`src/rtl/tmb_pkg.sv`:
```
package tmb_pkg;
    typedef enum logic [2:0] {
        REG_CTRL   = 3'd0,
        REG_EVGEN  = 3'd1,
        REG_FLAG   = 3'd2,
        REG_COUNT  = 3'd3,
        REG_PSC    = 3'd4,
        REG_RELOAD = 3'd5
    } tmb_addr_e;

    localparam int CTRL_RUN_BIT   = 0;
    localparam int CTRL_BLOCK_BIT = 1;

    typedef struct packed {
        logic run;
        logic upd_block;
    } tmb_ctrl_t;

    function automatic logic hits(input logic we, input logic [2:0] addr, input tmb_addr_e target);
        return we && (tmb_addr_e'(addr) == target);
    endfunction
endpackage

```
`src/rtl/tmb_regfile.sv`:
```
module tmb_regfile
    import tmb_pkg::*;
#(
    parameter int W = 16,
    parameter logic [W-1:0] RESET_RELOAD = '1
) (
    input  logic         clk,
    input  logic         rst,
    input  logic         wr_en,
    input  logic [2:0]   wr_addr,
    input  logic [W-1:0] wr_data,
    input  logic         upd_evt,
    output tmb_ctrl_t    ctrl,
    output logic [W-1:0] psc_pre,
    output logic [W-1:0] arr_pre,
    output logic [W-1:0] psc_act,
    output logic [W-1:0] arr_act,
    output logic         sw_upd,
    output logic         cnt_wr,
    output logic         flag_clr
);
    logic unused_hi;
    assign unused_hi = ^wr_data[W-1:2];

    assign sw_upd   = hits(wr_en, wr_addr, REG_EVGEN) && wr_data[0] && !ctrl.upd_block;
    assign cnt_wr   = hits(wr_en, wr_addr, REG_COUNT);
    assign flag_clr = hits(wr_en, wr_addr, REG_FLAG) && wr_data[0];

    always_ff @(posedge clk) begin
        if (rst) begin
            ctrl    <= '0;
            psc_pre <= '0;
            arr_pre <= RESET_RELOAD;
            psc_act <= '0;
            arr_act <= RESET_RELOAD;
        end else begin
            if (hits(wr_en, wr_addr, REG_CTRL)) begin
                ctrl.run       <= wr_data[CTRL_RUN_BIT];
                ctrl.upd_block <= wr_data[CTRL_BLOCK_BIT];
            end
            if (hits(wr_en, wr_addr, REG_PSC))    psc_pre <= wr_data;
            if (hits(wr_en, wr_addr, REG_RELOAD)) arr_pre <= wr_data;
            if (upd_evt) begin
                psc_act <= psc_pre;
                arr_act <= arr_pre;
            end
        end
    end

    // active values move only with an update event
    a_r3_shadow_hold: assert property (@(posedge clk) disable iff (rst)
        !upd_evt |=> ($stable(psc_act) && $stable(arr_act)));
    // a blocked request never becomes a software update
    a_r6_block: assert property (@(posedge clk) disable iff (rst)
        ctrl.upd_block |-> !sw_upd);
endmodule

```
`src/rtl/tmb_prescaler.sv`:
```
module tmb_prescaler #(
    parameter int W = 16
) (
    input  logic         clk,
    input  logic         rst,
    input  logic         run,
    input  logic         restart,
    input  logic [W-1:0] psc_act,
    output logic         tick
);
    logic [W-1:0] div_q;

    assign tick = run && (div_q == psc_act);

    always_ff @(posedge clk) begin
        if (rst || restart)  div_q <= '0;
        else if (tick)       div_q <= '0;
        else if (run)        div_q <= div_q + 1'b1;
    end

    // divider frozen while stopped
    a_r7_div_hold: assert property (@(posedge clk) disable iff (rst)
        (!run && !restart) |=> $stable(div_q));
endmodule

```
`src/rtl/tmb_counter.sv`:
```
module tmb_counter #(
    parameter int W = 16
) (
    input  logic         clk,
    input  logic         rst,
    input  logic         tick,
    input  logic         clear,
    input  logic         load,
    input  logic [W-1:0] load_val,
    input  logic [W-1:0] arr_act,
    output logic [W-1:0] cnt,
    output logic         ovf
);
    assign ovf = tick && (cnt >= arr_act);

    always_ff @(posedge clk) begin
        if (rst || clear)  cnt <= '0;
        else if (load)     cnt <= load_val;
        else if (ovf)      cnt <= '0;
        else if (tick)     cnt <= cnt + 1'b1;
    end

    // a wrap returns the counter to zero
    a_r4_wrap: assert property (@(posedge clk) disable iff (rst)
        (ovf && !load) |=> (cnt == '0));
    // a direct load wins over counting
    a_r8_load: assert property (@(posedge clk) disable iff (rst)
        (load && !clear) |=> (cnt == $past(load_val)));
endmodule

```
`src/rtl/tmb_timebase.sv`:
```
module tmb_timebase
    import tmb_pkg::*;
#(
    parameter int W = 16,
    parameter logic [W-1:0] RESET_RELOAD = '1
) (
    input  logic         clk,
    input  logic         rst,
    input  logic         wr_en,
    input  logic [2:0]   wr_addr,
    input  logic [W-1:0] wr_data,
    output logic [W-1:0] count_o,
    output logic [W-1:0] psc_o,
    output logic [W-1:0] reload_o,
    output logic         update_o,
    output logic         flag_o
);
    tmb_ctrl_t    ctrl;
    logic [W-1:0] psc_act, arr_act;
    logic         sw_upd, cnt_wr, flag_clr, tick, ovf, upd_evt;

    assign upd_evt = sw_upd || ovf;

    tmb_regfile #(.W(W), .RESET_RELOAD(RESET_RELOAD)) u_regs (
        .clk(clk), .rst(rst), .wr_en(wr_en), .wr_addr(wr_addr), .wr_data(wr_data),
        .upd_evt(upd_evt), .ctrl(ctrl), .psc_pre(psc_o), .arr_pre(reload_o),
        .psc_act(psc_act), .arr_act(arr_act), .sw_upd(sw_upd), .cnt_wr(cnt_wr),
        .flag_clr(flag_clr)
    );

    tmb_prescaler #(.W(W)) u_psc (
        .clk(clk), .rst(rst), .run(ctrl.run), .restart(upd_evt),
        .psc_act(psc_act), .tick(tick)
    );

    tmb_counter #(.W(W)) u_cnt (
        .clk(clk), .rst(rst), .tick(tick), .clear(sw_upd), .load(cnt_wr),
        .load_val(wr_data), .arr_act(arr_act), .cnt(count_o), .ovf(ovf)
    );

    always_ff @(posedge clk) begin
        if (rst) begin
            update_o <= 1'b0;
            flag_o   <= 1'b0;
        end else begin
            update_o <= upd_evt;
            if (upd_evt)       flag_o <= 1'b1;
            else if (flag_clr) flag_o <= 1'b0;
        end
    end

    // an event always leaves the flag set
    a_r9_flag_set: assert property (@(posedge clk) disable iff (rst)
        upd_evt |=> flag_o);
    // the update pulse lasts a single cycle unless a new event follows
    a_r10_pulse: assert property (@(posedge clk) disable iff (rst)
        (update_o && !upd_evt) |=> !update_o);
    // counter holds while stopped and untouched
    a_r7_cnt_hold: assert property (@(posedge clk) disable iff (rst)
        (!ctrl.run && !cnt_wr && !sw_upd) |=> $stable(count_o));
endmodule

```
`config.mk`:
```
export PLATFORM = sky130hd
export DESIGN_NAME = tmb_timebase
export DESIGN_NICKNAME = d
export VERILOG_FILES = /design/src/rtl/tmb_pkg.sv /design/src/rtl/tmb_regfile.sv /design/src/rtl/tmb_prescaler.sv /design/src/rtl/tmb_counter.sv /design/src/rtl/tmb_timebase.sv
export SDC_FILE = /design/constraint.sdc
export NUM_CORES = 1
export LEC_CHECK = 0
export BUFFER_PORTS_ARGS = -buffer_cell sky130_fd_sc_hd__buf_2
export CORE_UTILIZATION = 45
export CTS_CLUSTER_DIAMETER = 150
export DETAILED_ROUTE_END_ITERATION = 7
export PLACE_DENSITY = 0.65
export SYNTH_ARGS = -nofsm -noshare
export SYNTH_HDL_FRONTEND = slang
export SYNTH_HIERARCHICAL = 1
export SYNTH_SLANG_ARGS = --single-unit
```
`constraint.sdc`:
```
create_clock -name clk -period 5.6 [get_ports clk]
set_clock_uncertainty 0.05 [all_clocks]
set_input_delay 0.84 -clock clk [delete_from_list [all_inputs] [get_ports clk]]
set_output_delay 0.84 -clock clk [all_outputs]
set_load 0.005 [all_outputs]
```
; ---- Yosys cells after proc, flatten, opt, wreduce, memory -nomap -nowiden
; Index checks and enable logic that the tools add are counted.
[totals]
out_inout_bits = 50
input_bits = 22
word_cells = 43
regBits = 100
[classes]
n_addsub = 2
muxes = 5
reduce_logical = 19
eq_ne = 6
n_lt_le_gt_ge = 1
[op_table]
columns = cell, n
row1 = two-way mux 16 bit, 3
row2 = "adder 16 x 1 -> 16 bit, second input constant", 2
row3 = == test 16 bit, 1
row4 = greater-or-equal comparator 16 bit, 1
row5 = logical AND 1 bit, 11
row6 = "== test 3 x 2 -> 1 bit, second input constant", 2
row7 = "== test 3 bit, second input constant", 2
row8 = "== test 3 x 1 -> 1 bit, second input constant", 1
row9 = zero test 3 bit, 1
row10 = logical OR 1 bit, 3
row11 = nonzero test 3 bit, 1
row12 = two-way mux 1 bit, 2
row13 = nonzero test 2 bit, 1
row14 = OR reduction 2 bit, 1
row15 = zero test 1 bit, 1

; ---- Longest topological paths before layout
[depth]
ltp_word = 7
mapped_depth = 16

; ---- Cells and area by module
; Netlist, hierarchy kept.
[by_module_without_submodules]
columns = module, n_inst, area_each_um2, seq_area_each_um2, cells_per_inst
row1 = tmb_regfile, 1, 2658.8, 1321.3, 258
row2 = tmb_counter, 1, 1371.3, 320.3, 170
row3 = tmb_prescaler, 1, 1032.2, 320.3, 104
row4 = tmb_timebase, 1, 76.3, 40.0, 7

; ---- Least setup slack after synthesis
; No wires, ideal clock.
[synth_path]
path_kind = flip-flop to flip-flop
from = reg u_psc.div_q[8]
to = reg u_psc.div_q[9]
path_buffers = 5
path_slack_ns = 2.685
synth_period_minus_slack_ns = 2.915
required_ns = 5.404
path_stages_with_launch = 15
arrival_ns = 2.719
path_cell_list = dfxtp_1 > xnor2_1 > nand4_1 > nor4_1 > and3_1 > buf_6 > buf_6 > clkbuf_1 > inv_1 > a31oi_1 > nor2_2 > inv_1 > buf_1 > clkbuf_1 > nor4_1
[synth_between]
elab_chain_cells = 6
elab_cells_between_ends = 7
cone_classes = add/sub: 1 / eq/ne: 1 / reduce/logical: 5
[synth_lines]
columns = item, line_no
row1 = from (decl), tmb_prescaler.sv:11  ; logic [W-1:0] div_q;
row2 = from (signal assigned), tmb_prescaler.sv:18  ; else if (run) div_q <= div_q + 1'b1;
row3 = == test 16 bit, tmb_prescaler.sv:13  ; assign tick = run && (div_q == psc_act);
row4 = logical AND 1 bit, tmb_prescaler.sv:13
row5 = net tick, tmb_timebase.sv:20  ; logic sw_upd, cnt_wr, flag_clr, tick, ovf, upd_evt;
row6 = logical AND 1 bit, tmb_counter.sv:14  ; assign ovf = tick && (cnt >= arr_act);
row7 = net ovf, tmb_timebase.sv:20
row8 = logical OR 1 bit, tmb_timebase.sv:22  ; assign upd_evt = sw_upd || ovf;
row9 = net upd_evt, tmb_timebase.sv:20
row10 = logical OR 1 bit, tmb_prescaler.sv:16  ; if (rst || restart) div_q <= '0;
row11 = OR reduction 2 bit (no source line), n/a
; The timed path passes the listed nets, and every way through them passes these cells.
; A chain may end at the register's enable or synchronous reset.

; ---- Worst setup path in the final report
[layout_path]
from = reg u_cnt.cnt[13]
to = reg u_regs.psc_act[15]
[layout_between]
elab_chain_cells = 3
[layout_lines]
columns = item, line_no
row1 = from (decl), tmb_counter.sv:11  ; output logic [W-1:0] cnt,
row2 = from (signal assigned), tmb_counter.sv:18  ; else if (load) cnt <= load_val;
row3 = from (signal assigned), tmb_counter.sv:20  ; else if (tick) cnt <= cnt + 1'b1;
row4 = greater-or-equal comparator 16 bit, tmb_counter.sv:14
row5 = logical AND 1 bit, tmb_counter.sv:14
row6 = net ovf, tmb_timebase.sv:20
row7 = logical OR 1 bit, tmb_timebase.sv:22
row8 = net upd_evt, tmb_timebase.sv:20
row9 = to (signal assigned), tmb_regfile.sv:44  ; psc_act <= psc_pre;
row10 = to (decl), tmb_regfile.sv:16  ; output logic [W-1:0] psc_act,
; The timed path passes the listed nets, and every way through them passes these cells.

==> flow_metrics.env <==
export IMPL_final_common_cell="dfxtp_1"
export IMPL_p_leak_nw=2.29
export IMPL_gp_congestion=0.816
export IMPL_pwr_density_cell_nw_per_um2=253
export IMPL_die_w_um=109
export IMPL_antenna_found_initial=0
export IMPL_synth_flop_cell="dfxtp_1"
export IMPL_hold_viol=0
export IMPL_ys_ff_latch=100
export IMPL_fin_ws_ps=2200
export IMPL_ys_seq_area_frac=0.390
export IMPL_critPathKind="flop to flop"
export IMPL_worst_path_dominant_cell_family="simple AND/OR/NAND/NOR gates"
export IMPL_ios=72
export IMPL_die_y_um=109
export IMPL_seq_power_share=0.504
export IMPL_grt_pass1_vias=3611
export IMPL_clockBufferDepth=2
export IMPL_start_util=0.468
export IMPL_port_buffers=71
export IMPL_core_region_area_um2=11000
export IMPL_antenna_cells=0
export IMPL_maxCapViolCount=0
export IMPL_grt_ovfl_total=0
export IMPL_hold_slack_ps=441
export IMPL_routedWlPerCell_um=15.9
export IMPL_grt_pass1_wl_mm=18.5
export IMPL_grtUsageTotal=0.204
export IMPL_avgSynthCellArea_um2=9.53
export IMPL_cts_sinks=100
export IMPL_synth_warnings=6
export IMPL_cp_data_arrival_time_ps=3550
export IMPL_period_needed_ps=3400
export IMPL_synth_cells=539
export IMPL_p_int_mw=1.14
export IMPL_cts_hold_buf=0
export IMPL_numCtsBuffers=9
export IMPL_grt_max_degree=116
export IMPL_cts_tree="built"
export IMPL_worst_pin_slew_ps=1080
export IMPL_drc=0
export IMPL_antenna_left=0
export IMPL_clockPowerShare=0.434
export IMPL_utilization=0.524
export IMPL_dieArea_um2=11900
export IMPL_placementRows=38
export IMPL_drt_iter0_markers=259
export IMPL_n_fill_cell=1034
export IMPL_final_nets=627
export IMPL_cts_setup_buffers=0
export IMPL_maxSlewHeadroom=0.278
export IMPL_wirelength_mm=11.6
export IMPL_ir_worst_vdd_v=0.000209
export IMPL_place_area_um2=5450
export IMPL_power_switching_share=0.216
export IMPL_switching_power_uw=315
export IMPL_design_power_total_mw=1.46
export IMPL_ys_async_sr_fraction=0
export IMPL_viasPerCell=5.44
export IMPL_pre_cts_ws_ps=2180
export IMPL_startpoint_type="flop"
export IMPL_end_kind="flop"
export IMPL_post_cts_resized=0
export IMPL_synth_distinct_cells=49
export IMPL_num_vias=3974
export IMPL_path_cells="ha_1 > nand4_1 > nor3_2 > or4b_4 > a31oi_1 > nor2_2 > inv_2 > buf_4 > mux2i_1 > nor2_1"
export IMPL_clkSlewWorstSetupHoldPaths_ps=60
export IMPL_finalCritPeriodShare=0.608
export IMPL_stdcell_count=731
export IMPL_synth_edf_count=0
export IMPL_status="finished clean"
export IMPL_worstHoldPathType="flop to flop"
export IMPL_drive_above_1_share=0.190
export IMPL_dp_cells=716
export IMPL_area_growth_syn_to_layout_pct=12.1
export IMPL_setup_viol=0
export IMPL_worst_path_buf_inv=2
export IMPL_fin_tns_setup_ps=0
export IMPL_slowest_stage="inv_2"
export IMPL_dr_pass1_iters=6
export IMPL_fmax_ghz=0.294
export IMPL_combPwrFrac=0.063
export IMPL_clk_latency_ps=340
export IMPL_syn_nets=579
export IMPL_dp_hpwl_mm=8.16
export IMPL_fin_area_um2=5760
export IMPL_final_cell_mix="dfxtp_1 (100), buf_2 (70), nor2_1 (56)"
export IMPL_h_tree_depth=3
export IMPL_clockRootBuffer="clkbuf_16"
export IMPL_rsz0062_at_grt="no"
export IMPL_critPathMaxStageDelay_ps=550
export IMPL_crit_required_ps=5740
export IMPL_worstPathMaxFanout=42
export IMPL_synth_area_um2=5140
export IMPL_drv_slew=0
## final cells by class
cell class	instances	area [um2]	share of cell area
multi-input cells	382	2820	0.490
flip-flops and latches	100	2000	0.348
repair buffers	74	380	0.0661
clock buffers	14	274	0.0476
well taps	140	175	0.0304
inverters	20	75.1	0.0130
clock inverters	1	30.0	0.00522
## kinds of logic (layout without fill, tap and decap cells)
logic type | after synthesis | after routing | synth area share
AO/OA/AOI/OAI | 61 | 61 | 0.0796
XOR/XNOR | 45 | 45 | 0.0767
adder cells (fa/ha/maj) | 18 | 18 | 0.0438
buffers and inverters | 57 | 109 | 0.0614
flip-flops | 100 | 100 | 0.390
multiplexers | 51 | 51 | 0.0993
AND/OR/NAND/NOR | 207 | 207 | 0.250
## state kept, by name (all words and copies together) (netlist names)
signal          count
u_regs/psc_act     16
u_regs/ctrl         2
u_regs/psc_pre     16
u_regs/arr_act     16
u_cnt/cnt          16
u_regs/arr_pre     16
update_o            1
u_psc/div_q        16
flag_o              1
## worst reg2reg max path: cells and delay by family (launching register included)
family | cells | cell delay, ps
simple gates | 5 | 1090
buf+inv | 2 | 1010
mux | 1 | 250
fa+ha+maj | 1 | 310
flops | 1 | 370
compound gates | 1 | 180
## power groups by stage
stage,clock network [mW],logic [mW],registers (mW)
after floorplan,0,0.0615,0.747
after detailed placement,0,0.0913,0.750
after global placement,0,0.0889,0.750
after CTS,0.651,0.0919,0.734
after global routing,0.673,0.100,0.735
final,0.632,0.0912,0.734
## synth_stat cells (all sizes together), types with 2 or more instances
cell type  instances  share of area
a211o             16          0.027
a21oi             21          0.021
and3               9          0.011
and4               2         0.0034
and4b              2         0.0041
buf               23          0.036
clkbuf            13         0.0095
dfxtp            100           0.39
ha                18          0.044
inv               20          0.015
mux2i             51          0.099
nand2             13         0.0095
nand2b            36          0.045
nand3              7         0.0068
nand4             16          0.027
nor2              57          0.042
nor2b             17          0.021
nor3               8          0.011
nor3b             16          0.023
nor4              19          0.034
o21a               2         0.0029
o22ai             16          0.019
or4b               2         0.0054
xnor2             32          0.055
xor2              13          0.022
## metal layers
metal | wire (um) | part of all wire | up-vias | global-route usage
li1 | - | - | 1976 | -
met1 | 5430 | 0.47 | 1902 | 0.269
met2 | 5540 | 0.48 | 88 | 0.330
met3 | 527 | 0.045 | 8 | 0.0430
met4 | 108 | 0.0093 | 0 | 0.0656
met5 | 0 | 0 | - | 0
## path summary, 6_finish.rpt
kind         cells after the start  slack, ps               from                 end
max reg2reg                     10       2200      u_cnt/cnt[13]  u_regs/psc_act[15]
min                              2        440  u_regs/psc_pre[9]   u_regs/psc_pre[9]
min reg2reg                      2        440  u_regs/psc_pre[9]   u_regs/psc_pre[9]
max                             10       2200      u_cnt/cnt[13]  u_regs/psc_act[15]
Power figures use the tool's default switching activity.
